**config.mk**
```make
export PLATFORM = sky130hd
export DESIGN_NAME = bist_chk_datapath
export DESIGN_NICKNAME = d
export VERILOG_FILES = /design/src/rtl/bist_chk_pkg.sv /design/src/rtl/bist_chk_datapath.sv
export SDC_FILE = /design/constraint.sdc
export NUM_CORES = 1
export LEC_CHECK = 0
export ABC_AREA = 1
export BUFFER_PORTS_ARGS = -buffer_cell sky130_fd_sc_hd__buf_2
export CORE_MARGIN = 2
export CORE_UTILIZATION = 35
export CTS_CLUSTER_DIAMETER = 50
export DETAILED_ROUTE_END_ITERATION = 7
export PLACE_DENSITY = 0.77
export SLEW_MARGIN = 20
export SYNTH_ARGS = -nofsm -noshare
export SYNTH_HDL_FRONTEND = slang
export SYNTH_SLANG_ARGS = --single-unit
```
**constraint.sdc**
```tcl
create_clock -name clk -period 1.3 [get_ports clk]
set_input_delay 0 -clock clk [delete_from_list [all_inputs] [get_ports clk]]
set_output_delay 0 -clock clk [all_outputs]
set_load 0.005 [all_outputs]
```
**src/rtl/bist_chk_pkg.sv**
```systemverilog
package bist_chk_pkg;

  typedef enum logic [1:0] {
    ST_IDLE  = 2'd0,
    ST_ARMED = 2'd1,
    ST_CHECK = 2'd2,
    ST_HOLD  = 2'd3
  } bistState_e;

  // One-cycle strobes from control to datapath
  typedef struct packed {
    logic clearRes;  // new test begins
    logic startChk;  // lock reached, begin comparing
    logic checkAct;  // this cycle's payload is compared
    logic lockDrop;  // lock lost while comparing
    logic endTest;   // enable fell, settle verdict
  } ctrlStrobe_t;

endpackage

```
**src/rtl/bist_chk_datapath.sv**
```systemverilog
module bist_chk_datapath
  import bist_chk_pkg::*;
#(
  parameter int PAY_W = 35,
  parameter int CNT_W = 8
) (
  input  logic             clk,
  input  logic             rst_n,
  input  ctrlStrobe_t      strb,
  input  logic             pllLock,
  input  logic             payloadValid,
  input  logic [PAY_W-1:0] payload,
  output logic             passOut,
  output logic [CNT_W-1:0] errCnt,
  output logic             lockStatus
);

  localparam logic [CNT_W-1:0] CNT_MAX = {CNT_W{1'b1}};

  logic payErr;
  logic failSticky;
  logic passQ;
  logic [CNT_W-1:0] cntQ;
  logic lockQ;

  assign payErr = strb.checkAct & payloadValid & (|payload);

  always_ff @(posedge clk or negedge rst_n) begin
    if (!rst_n) begin
      failSticky <= 1'b0;
      passQ      <= 1'b0;
      cntQ       <= '0;
      lockQ      <= 1'b0;
    end else begin
      lockQ <= pllLock;

      if (strb.clearRes)   failSticky <= 1'b0;
      else if (payErr)     failSticky <= 1'b1;

      if (strb.clearRes)     passQ <= 1'b0;
      else if (strb.endTest) passQ <= ~failSticky;
      else if (payErr)       passQ <= 1'b0;
      else if (strb.startChk | strb.checkAct | strb.lockDrop) passQ <= 1'b1;

      if (strb.clearRes) cntQ <= '0;
      else if (strb.lockDrop && cntQ != CNT_MAX) cntQ <= cntQ + 1'b1;
    end
  end

  assign passOut    = passQ;
  assign errCnt     = cntQ;
  assign lockStatus = lockQ;


  strobe_low_chk: assert property (@(posedge clk) disable iff (!rst_n)
    payErr |=> !passOut);


  clear_result_chk: assert property (@(posedge clk) disable iff (!rst_n)
    strb.clearRes |=> (!passOut && errCnt == '0));


  cnt_ceiling_chk: assert property (@(posedge clk) disable iff (!rst_n)
    (errCnt == CNT_MAX && !strb.clearRes) |=> (errCnt == CNT_MAX));


  cnt_monotone_chk: assert property (@(posedge clk) disable iff (!rst_n)
    !strb.clearRes |=> (errCnt >= $past(errCnt)));


  lock_follow_chk: assert property (@(posedge clk) disable iff (!rst_n)
    $rose(pllLock) |=> lockStatus);

endmodule

```
# After elaboration in Yosys (flattened, before gate mapping)
# Cells that the tools add are included.
# W data, S select, Z words.
# op_classes
mux	8
bitwise_logic	5
n_eq_ne	1
addsub	1
reduce_logical	5
# ops
cell	n
$reduce_or A35 Y1	1
$mux W8	2
$add A8 B1 Y8 const B	1
$ne A8 B8 Y1 const B	1
$mux W1	6
$reduce_bool A2 Y1	2
$reduce_bool A4 Y1	1
$and A1 B1 Y1	2
$or A1 B1 Y1	2
$logic_and A1 B1 Y1	1
$not A1 Y1	1
# word_totals
word_cells	24
out_inout_bits	10
input_bits	44
reg_bits	11

# Depth between registers and ports, before layout
# Gate-level depths: netlist (run 1).
# logic_depth
depth_word	6
mapped_depth	11
mapped_depth_nobuf	11

# Worst setup path before layout (run 1)
# OpenSTA, ideal clock, no wires.
# synth_timing
path_kind	register -> register
startpoint	register cntQ[0] (netlist: errCnt[0])
endpoint	register cntQ[7] (netlist: errCnt[7])
setup_slack_ps	-18
synth_period_minus_slack_ps	1318
path_stages_with_launch	12
t_arrival_ps	1200
setup_ps	118
required_ps	1182
n_path_buf	0
path_cell_list	dfrtp_1 > ha_1 > nand2_1 > inv_2 > nand3_2 > nor2_2 > nand2_1 > nand2_2 > nand2_4 > clkinv_4 > nand2_1 > nand2_1
# synth_via
elab_chain_len	3
word_cells_on_any_way	6
cone_classes	1 x add/sub; 1 x eq/ne; 2 x mux; 2 x reduce/logical
# synth_lines
item	line	rtl
start, declared	bist_chk_datapath.sv:23	logic [CNT_W-1:0] cntQ;
start signal, assigned	bist_chk_datapath.sv:46	else if (strb.lockDrop && cntQ != CNT_MAX) cntQ <= cntQ + 1'b1;
$add A8 B1 Y8 or $ne A8 B8 Y1 (tied branches)	bist_chk_datapath.sv:46	
$mux W8 or $logic_and A1 B1 Y1 (tied branches)	bist_chk_datapath.sv:46	
$mux W8 or $reduce_bool A2 Y1 (tied branches)	--	
# Parallel ways exist; a longest one is shown, timed or not. The select of a mux whose other input is x is not followed.
# A chain may end at the register's enable or synchronous reset.

# Worst setup path after layout (run 1)
# layout_timing
startpoint	register cntQ[1] (netlist: errCnt[1])
endpoint	register cntQ[6] (netlist: errCnt[6])
# The elaborated chain is that of the path after synthesis.

==> summary.txt, run 1 <==
Global route
  • Via count of the first global-routing pass: slightly above 900
  • Largest net degree at the start of global routing: 12
  • Initial antenna violation count: 0
  • GR Util All Layers: 0.192
  • Global-route wire length before repair: approximately 3800 um
  • GRT overflow: 0

Power and ir drop
  • Total power: about 0.00077 W
  • Leak Pwr: approximately 0.7 nW
  • Pwr Density: about 650 nW/um^2
  • Worst IR Drop VDD: just under 0.7 mV

Final layout
  • Antenna diodes: 0
  • Final Core Density: 0.590
  • Synth-to-Final Area Change: 57.3%
  • Most common cell after layout, fill and taps aside: buf_2
  • Final instance area: ~1200 um^2
  • Most frequent cells in the layout: buf_2, nand2_1, nor2_1
  • Nets: 226
  • Share of cells above drive strength 1: 0.428

Critical path
  • Max incr delay on CP: approximately 430 ps
  • Worst path top cell family by delay: simple AND/OR/NAND/NOR gates
  • Reg2reg path depth: 11
  • CP dominant cell by count: nand2_1
  • R2r setup slk: -80 ps
  • Sum of buffers and inverters on the critical path: 2
  • Crit Path Max Fanout: 7
  • Kind of critical path: reg2reg
  • CP required: around 1500 ps
  • Crit end category: flop
  • CP arrival: around 1500 ps
  • Worst path slowest cell: dfrtp_1
  • Crit-path cells: ha_4 -> nand2_2 -> inv_2 -> nand3_2 -> nor2_2 -> nand2_1 -> nand2_2 -> nand2_4 -> clkinv_4 -> nand2_1 -> nand2_1
  • Worst r2r src: errCnt[1]$_DFFE_PN0P_
  • R2r endpoint: errCnt[6]$_DFFE_PN0P_
  • Worst setup SP type: flop

Run
  • Max_cap viols: 0

Placed design
  • Hpwl dp: about 1800 um
  • Placed Area: about 1100 um^2
  • Placer Congestion: about 0.9
  • Pre-CTS WS: -57.0 ps
  • Port Buffers: 53

Timing
  • Rel. slew slack: 0.833
  • Hold Fails Final Rpt: 0
  • Slew Viols, Final: 0
  • Worst-Margin Slew: between 200 and 300 ps
  • Setup Total Neg Slack: -503 ps
  • Setup WS post-layout: -80.3 ps
  • Final min period: 1380 ps
  • RSZ-0062 raised after global routing: yes
  • Setup violations, final: 8
  • Max Clock Freq: about 0.72 GHz
  • Skew final: 3.48 ps
  • Crit share post-route: 1.06

Floorplan
  • Initial core utilization: 0.375
  • FP Rows: 16
  • Io pins: 54
  • DIE AREA: 2530 um^2
  • Die Wd: between 50 and 60 um
  • Core Area: 2000 um^2
  • Die height: between 50 and 60 um

Clock network
  • Longest Clk Path Bufs: 2
  • # clock sinks: 11
  • CTS Buf Count: 3
  • TritonCTS clock tree: yes
  • CTS HTree Levels: 1
  • Clock Latency Late Sink: about 270 ps
  • Root Buffer: clkbuf_4
  • CTS clk-pin slew, worst paths: around 70 ps

Drt
  • Routed WL per cell: approximately 11 um
  • Initial DRT Pass Iterations: 4
  • Routed via count: 941
  • Vias per cell: approximately 4.5
  • DR iter-0 viols: 14
  • WL final: roughly 2200 um
  • Final ANT Viol Nets: 0
  • Drt drc: 0

Outcome
  • Failing checks: setup timing
  • Run status: complete, but fails checks

Yosys
  • Mapped Avg Cell Area: approximately 6.7 um^2
  • Sequential-to-total area share from yosys stat: 0.367
  • Synth warn: 0
  • Yosys reg bits: 11
  • Mapped Area: around 750 um^2
  • Synth Instances: ~110
  • Cell variety after synth: 20
  • Synthesized net count: approximately 160

Hold path
  • WHS Path Cells: 4
  • Hold Startpoint: strb[3]
  • Worst Hold Path EP: passOut$_DFFE_PN0P_
  • Worst hold path type: in2reg
[flip-flops by register name, summed over array words and instances (netlist names)]
signal / cells
errCnt: 8
lockStatus: 1
failSticky: 1
passOut: 1
[worst max path at each step]
stage,startpoint,to,slack [ps],cells past startpoint
3_3_place_gp,errCnt[0]$_DFFE_PN0P_,errCnt[7]$_DFFE_PN0P_,10,11
6_report,errCnt[1]$_DFFE_PN0P_,errCnt[6]$_DFFE_PN0P_,-80,11
5_1_grt,errCnt[0]$_DFFE_PN0P_,errCnt[2]$_DFFE_PN0P_,-220,11
3_5_place_dp,errCnt[0]$_DFFE_PN0P_,errCnt[6]$_DFFE_PN0P_,-60,11
2_1_floorplan,errCnt[0]$_DFFE_PN0P_,errCnt[7]$_DFFE_PN0P_,5,11
4_1_cts,errCnt[0]$_DFFE_PN0P_,errCnt[6]$_DFFE_PN0P_,-80,11
[where the power goes]
part	internal (W)	switching [W]	leakage (nW)
logic	0.0000927	0.0000780	0.537
clock network	0.000119	0.000112	0.0150
registers	0.000354	0.0000101	0.147
[cell type report]
cell class,count,area [um^2]
flip-flops and latches,11,275
well taps,27,33.8
fillers,187,821
multi-input cells,86,415
clock buffers,4,26.3
repair buffers,64,355
inverters,15,75.1
[kinds of logic after synthesis]
| kind of cell | synth area share |
|---|---|
| buffers and inverters | 0.100 |
| adder cells (fa/ha/maj) | 0.0167 |
| XOR/XNOR | 0.0350 |
| flip-flops | 0.367 |
| AND/OR/NAND/NOR | 0.447 |
| AO/OA/AOI/OAI | 0.0350 |
[timing repair]
action | CTS | global route
buffers inserted | 0 | 3
resized for setup | 0 | 2
hold buffers | 3 | 0
endpoints found under the hold margin | 13 | 0
setup endpoints to repair | 8 | 8
[stage by stage]
stage	instances	hold slack, ps
2_1_floorplan	112	-296
3_3_place_gp	197	-119
3_5_place_dp	197	-115
4_1_cts	204	9.71
5_1_grt	207	58.2
6_report	207	10.8
[worst reg2reg max path: stages, from the launching register on]
cell and delay, ps:
dfrtp_1 430, ha_4 190, nand2_2 60, inv_2 40
nand3_2 70, nor2_2 40, nand2_1 60, nand2_2 80
nand2_4 100, clkinv_4 80, nand2_1 60, nand2_1 60
[metal layers]
metal	vias to the layer above	share of wire	global-route usage
met5	-	0	0
met4	0	0.0094	0.0721
met3	6	0.042	0.0476
met2	26	0.55	0.344
met1	424	0.40	0.217
li1	485	-	-
[cells in the mapped netlist (all sizes together)]
master	number	share of area
nand2	36	0.19
nor2	27	0.14
inv	13	0.065
dfrtp	11	0.37
nand3	8	0.060
nand4	5	0.042
xor2	3	0.035
nor3	2	0.013
a21oi	1	0.0067
a31o	1	0.012
bufinv	1	0.023
clkinv	1	0.012
ha	1	0.017
o211ai	1	0.010
o21ai	1	0.0067
(Power assumes the default switching activity.)
==> inputs of run 2 (changes only) <==
- BUFFER_PORTS_ARGS: -buffer_cell sky130_fd_sc_hd__buf_2 -> unset
- DONT_BUFFER_PORTS: unset -> 1
- PLACE_DENSITY: 0.77 -> 0.55
- REMOVE_ABC_BUFFERS: unset -> 1
==> run 2 against run 1 <==
Against the previous run: the run ends with hold timing, setup timing left; critical path type unchanged; via count shrank 17%; global-route usage down 4.2 points; non-clock buffer count decreased by 44; combinational power down 33%; sequential share of layout area is 4.4 points higher; wire length is 17% lower; power shrank 7.2%; utilization down 9.4 points.
==> summary.txt, run 2 (synthesis results as in run 1) <==
Power and ir drop
  • Leak Pwr: between 0.5 and 0.6 nW
  • Total power: 0.000710 W
  • Pwr Density: roughly 720 nW/um^2
  • Worst IR Drop VDD: 0.477 mV

Drt
  • Routed via count: roughly 780
  • Final ANT Viol Nets: 0
  • Initial DRT Pass Iterations: 4
  • Drt drc: 0
  • Vias per cell: between 4 and 5
  • DR iter-0 viols: 16
  • Routed WL per cell: approximately 11 um
  • WL final: about 1800 um

Critical path
  • CP required: roughly 1500 ps
  • Kind of critical path: reg2reg
  • Crit Path Max Fanout: 5
  • Max incr delay on CP: around 370 ps
  • Crit end category: flop
  • Worst path top cell family by delay: simple AND/OR/NAND/NOR gates
  • Sum of buffers and inverters on the critical path: 2
  • Worst path slowest cell: dfrtp_1
  • Crit-path cells: ha_2 -> nand2_2 -> inv_2 -> nand3_2 -> nor2_2 -> nand2_1 -> nand2_2 -> inv_2 -> nand3_1 -> o21ai_1
  • CP arrival: approximately 1500 ps
  • Worst setup SP type: flop

Final layout
  • Multi-input gate area: 408 um^2
  • Most frequent cells in the layout: nand2_1, nor2_1, dfrtp_1
  • Antenna diodes: 0
  • Nets: ~180
  • Most common cell after layout, fill and taps aside: nand2_1
  • Final Core Density: 0.496
  • Filler Cells Inserted: around 190
  • Max reg flops: 8
  • Share of cells above drive strength 1: 0.199
  • Synth-to-Final Area Change: 32.3%
  • Reg area: 275 um^2

Placed design
  • Pre-CTS WS: -59.5 ps
  • Port Buffers: 0
  • Placer Congestion: between 0.7 and 0.8
  • Hpwl dp: between 1000 and 1500 um

Hold path
  • Worst hold path type: in2reg

Floorplan
  • Initial core utilization: 0.375
  • FP Rows: 16
  • Io pins: between 50 and 60
  • DIE AREA: roughly 2500 um^2
  • Core Area: 2000 um^2
  • Die height: just over 50 um
  • Die Wd: approximately 50 um

Timing
  • Setup violations, final: 8
  • Final min period: roughly 1400 ps
  • Max Clock Freq: around 0.72 GHz
  • Worst-Margin Slew: roughly 540 ps
  • Rel. slew slack: 0.641
  • Setup WS post-layout: -83.8 ps
  • Hold Fails Final Rpt: 4
  • Skew final: between 1.5 and 2 ps
  • Slew Viols, Final: 0
  • Setup Total Neg Slack: -542 ps
  • Crit share post-route: 1.06
  • WHS: -118 ps
  • RSZ-0062 raised after global routing: yes

Global route
  • Largest net degree at the start of global routing: 12
  • Via count of the first global-routing pass: roughly 700
  • Global-route wire length before repair: ~2900 um
  • GR Util All Layers: 0.149
  • GRT overflow: 0
  • Initial antenna violation count: 0

Clock network
  • # clock sinks: 11
  • Root Buffer: clkbuf_4
  • CTS clk-pin slew, worst paths: about 70 ps
  • CTS Buf Count: 3
  • TritonCTS clock tree: yes
  • Cts hold-fix bufs: 10
  • Clock Latency Late Sink: around 270 ps
  • CTS HTree Levels: 1
  • Longest Clk Path Bufs: 2

Outcome
  • Run status: complete, but fails checks
  • Failing checks: hold timing, setup timing

Run
  • Max_cap viols: 0
## run 2: cell types whose count changed in the layout (fill, tap and decap cells not counted), sizes merged
cell         delta
dlygate4sd3     +7
buf            -51
## run 2: path summary, 6_finish.rpt
check / startpoint / end / slack [ps] / cells past startpoint
min in group asynchronous: rst_n / errCnt[7]$_DFFE_PN0P_ / 140 / 1
max reg2reg: errCnt[0]$_DFFE_PN0P_ / errCnt[0]$_DFFE_PN0P_ / -80 / 10
max: errCnt[0]$_DFFE_PN0P_ / errCnt[0]$_DFFE_PN0P_ / -80 / 10
min: strb[4] / errCnt[3]$_DFFE_PN0P_ / -120 / 3
max in group asynchronous: rst_n / errCnt[4]$_DFFE_PN0P_ / 800 / 1
min reg2reg: passOut$_DFFE_PN0P_ / passOut$_DFFE_PN0P_ / 580 / 2
## run 2: timing repair
action | 4_1_cts | 5_1_grt
pin swaps | 0 | 6
gates resized for setup | 1 | 2
endpoints found under the setup margin | 8 | 8
buffers inserted | 0 | 2
hold endpoints to repair | 22 | 4
gates cloned | 0 | 0
## run 2: power breakdown
group / switching [W] / leakage (nW) / internal [W]
Sequential: 0.00000843 / 0.147 / 0.000354
Clock: 0.000115 / 0.0150 / 0.000119
Combinational: 0.0000567 / 0.362 / 0.0000572
## run 2: layer usage
layer | track usage | vias to the layer above | wire length (um)
met5 | 0 | - | 0
met4 | 0.0270 | 0 | 11
met3 | 0.0476 | 2 | 133
met2 | 0.254 | 28 | 917
met1 | 0.186 | 348 | 785
li1 | - | 403 | -
## run 2: stage by stage
step	area, um^2	cells	hold WS (ps)
after detailed placement	845	147	-295
after floorplan	751	112	-296
final	993	163	-118
after global placement	845	147	-295
after CTS	973	161	-118
after global routing	993	163	-112
## run 2: area by class of cell
type / instances / area share
Multi-Input combinational cell: 86 / 0.411
Timing Repair Buffer: 20 / 0.176
Inverter: 15 / 0.0756
Clock buffer: 4 / 0.0264
Sequential cell: 11 / 0.277
Tap cell: 27 / 0.0340
## run 2: worst reg2reg max path, delay by kind of cell (launching register included)
family / cells / cell delay [ps]
AND/OR/NAND/NOR: 6 / 500
AO/OA/AOI/OAI: 1 / 80
adder cells (fa/ha/maj): 1 / 190
flip-flops: 1 / 370
buffers and inverters: 2 / 130
==> inputs of run 3 (changes only) <==
--- a/config.mk
+++ b/config.mk
@@ -8,2 +8,3 @@
 export ABC_AREA = 1
+export CAP_MARGIN = 0
 export CORE_MARGIN = 2
--- a/constraint.sdc
+++ b/constraint.sdc
@@ -3,2 +3,2 @@
 set_output_delay 0 -clock clk [all_outputs]
-set_load 0.005 [all_outputs]
+set_load 0.1 [all_outputs]
==> run 3 against run 2 <==
Against the previous run: the run ends with setup timing left; non-clock buffer count grew 8; first-iteration DRC count shrank 50%; critical path depth is the same; clock-buffer cell count is the same; power grew 11%; fmax shrank 0.55%; critical path type unchanged; largest cell class unchanged; highest routed layer unchanged.
==> summary.txt, run 3 (synthesis results as in run 1) <==
Outcome
  • Run status: complete, but fails checks
  • Failing checks: setup timing

Drt
  • Routed via count: between 800 and 900
  • DR iter-0 viols: 8
  • Routed WL per cell: around 11 um
  • Vias per cell: roughly 4.8
  • Initial DRT Pass Iterations: 4
  • WL final: around 1900 um
  • Drt drc: 0
  • Final ANT Viol Nets: 0

Critical path
  • Worst setup SP type: flop
  • Worst path top cell family by delay: simple AND/OR/NAND/NOR gates
  • Max incr delay on CP: 370 ps
  • CP arrival: around 1500 ps
  • Crit end category: flop
  • Worst path slowest cell: dfrtp_1
  • Crit-path cells: ha_2 -> nand2_1 -> inv_2 -> nand3_2 -> nor2_2 -> nand2_1 -> nand2_2 -> inv_2 -> nand3_1 -> o21ai_1
  • Kind of critical path: reg2reg
  • CP required: roughly 1500 ps
  • Sum of buffers and inverters on the critical path: 2
  • Crit Path Max Fanout: 5

Timing
  • Slew Viols, Final: 0
  • Setup violations, final: 8
  • Crit share post-route: 1.07
  • Setup WS post-layout: -91.5 ps
  • Worst-Margin Slew: between 500 and 600 ps
  • Hold Fails Final Rpt: 0
  • RSZ-0062 raised after global routing: yes
  • Max Clock Freq: approximately 0.72 GHz
  • Rel. slew slack: 0.662
  • Final min period: 1390 ps
  • Skew final: about 2.2 ps

Floorplan
  • DIE AREA: between 2000 and 3000 um^2
  • Core Area: between 2000 and 2500 um^2
  • Die Wd: 50.3 um
  • Initial core utilization: 0.375
  • FP Rows: 16
  • Io pins: 54
  • Die height: between 50 and 60 um

Final layout
  • Final Core Density: 0.534
  • Share of cells above drive strength 1: 0.236
  • Antenna diodes: 0
  • Synth-to-Final Area Change: 42.3%
  • Max reg flops: 8
  • Nets: 190
  • Most common cell after layout, fill and taps aside: nand2_1
  • Most frequent cells in the layout: nand2_1, nor2_1, buf_4

Power and ir drop
  • Switching Share: 0.316
  • Sw Pwr: ~0.00025 W
  • Worst IR Drop VDD: roughly 0.60 mV
  • Pwr Density: ~740 nW/um^2
  • Clock network power share: 0.286
  • Flop pwr share: 0.458
  • Combinational power share: 0.256
  • Total power: just under 0.0008 W
  • Leak Pwr: roughly 0.57 nW
  • Internal power: 0.000539 W

Global route
  • Initial antenna violation count: 0
  • Global-route wire length before repair: 3200 um
  • GR Util All Layers: 0.164
  • GRT overflow: 0
  • Via count of the first global-routing pass: 807
  • Largest net degree at the start of global routing: 12

Clock network
  • TritonCTS clock tree: yes
  • Root Buffer: clkbuf_4
  • # clock sinks: 11
  • Longest Clk Path Bufs: 2
  • CTS clk-pin slew, worst paths: ~70 ps
  • CTS HTree Levels: 1
  • Clock Latency Late Sink: 260 ps
  • CTS Buf Count: 3

Placed design
  • Hpwl dp: around 1300 um
  • Port Buffers: 0
  • Placer Congestion: 0.846

Run
  • Max_cap viols: 0

Hold path
  • Worst hold path type: in2reg
[run 3: changes by cell type in the layout (fill, tap and decap cells not counted)]
cell and change:
nand2_2 +1, nand2_1 -1, buf_6 +2, dlygate4sd3_1 +2, buf_4 +4
[run 3: worst paths after layout]
| kind | from | end | slack, ps | cells past startpoint |
|---|---|---|---|---|
| setup / recovery | errCnt[0]$_DFFE_PN0P_ | errCnt[0]$_DFFE_PN0P_ | -90 | 10 |
| hold / removal | payloadValid | passOut$_DFFE_PN0P_ | 10 | 5 |
| setup reg to reg | errCnt[0]$_DFFE_PN0P_ | errCnt[0]$_DFFE_PN0P_ | -90 | 10 |
| hold reg to reg | errCnt[6]$_DFFE_PN0P_ | errCnt[6]$_DFFE_PN0P_ | 540 | 2 |
| max in group asynchronous | rst_n | errCnt[5]$_DFFE_PN0P_ | 820 | 1 |
| min in group asynchronous | rst_n | errCnt[7]$_DFFE_PN0P_ | 140 | 1 |
[run 3: layout make-up]
type,count,area (um^2)
clock buffer,4,26.3
fill,200,933
inverter,15,75.1
multi-input combinational,86,410
sequential,11,275
tap,27,33.8
timing repair buffer,28,248
[run 3: worst reg2reg max path, stage by stage, from the launching register on]
cell and delay, ps:
dfrtp_1 370, ha_2 190, nand2_1 70, inv_2 70, nand3_2 70, nor2_2 130
nand2_1 70, nand2_2 100, inv_2 70, nand3_1 80, o21ai_1 70
[run 3: what timing repair did]
action	4_1_cts	5_1_grt
resized for setup	4	2
hold buffers	12	0
buffers inserted	3	1
pin swaps	4	6
hold endpoints to repair	22	0
setup endpoints to repair	8	8
[run 3: power by group through the flow]
stage          clock network, W  registers (W)  logic [W]
3_5_place_dp                  0       0.000367   0.000158
2_1_floorplan                 0       0.000443  0.0000518
3_3_place_gp                  0       0.000366   0.000156
6_report               0.000225       0.000361   0.000202
5_1_grt                0.000252       0.000362   0.000218
4_1_cts                0.000234       0.000361   0.000200
[run 3: stage by stage]
stage	hold WS (ps)	setup TNS [ps]	cells	setup slack (ps)	cell area, um^2
floorplan	-296	-6560	112	-832	751
global placement	-295	-226	151	-90.1	875
detailed placement	-295	-414	151	-84.7	875
CTS	16.4	-431	170	-63.0	1060
global route	34.0	-1560	171	-205	1070
finish	13.2	-673	171	-91.5	1070
[run 3: metal layers]
metal  GRT usage  part of all wire  vias to the layer above
met1       0.206              0.43                      366
met3      0.0595             0.076                        2
met4      0.0270            0.0054                        0
li1            -                 -                      417
met5           0                 0                        -
met2       0.272              0.49                       28
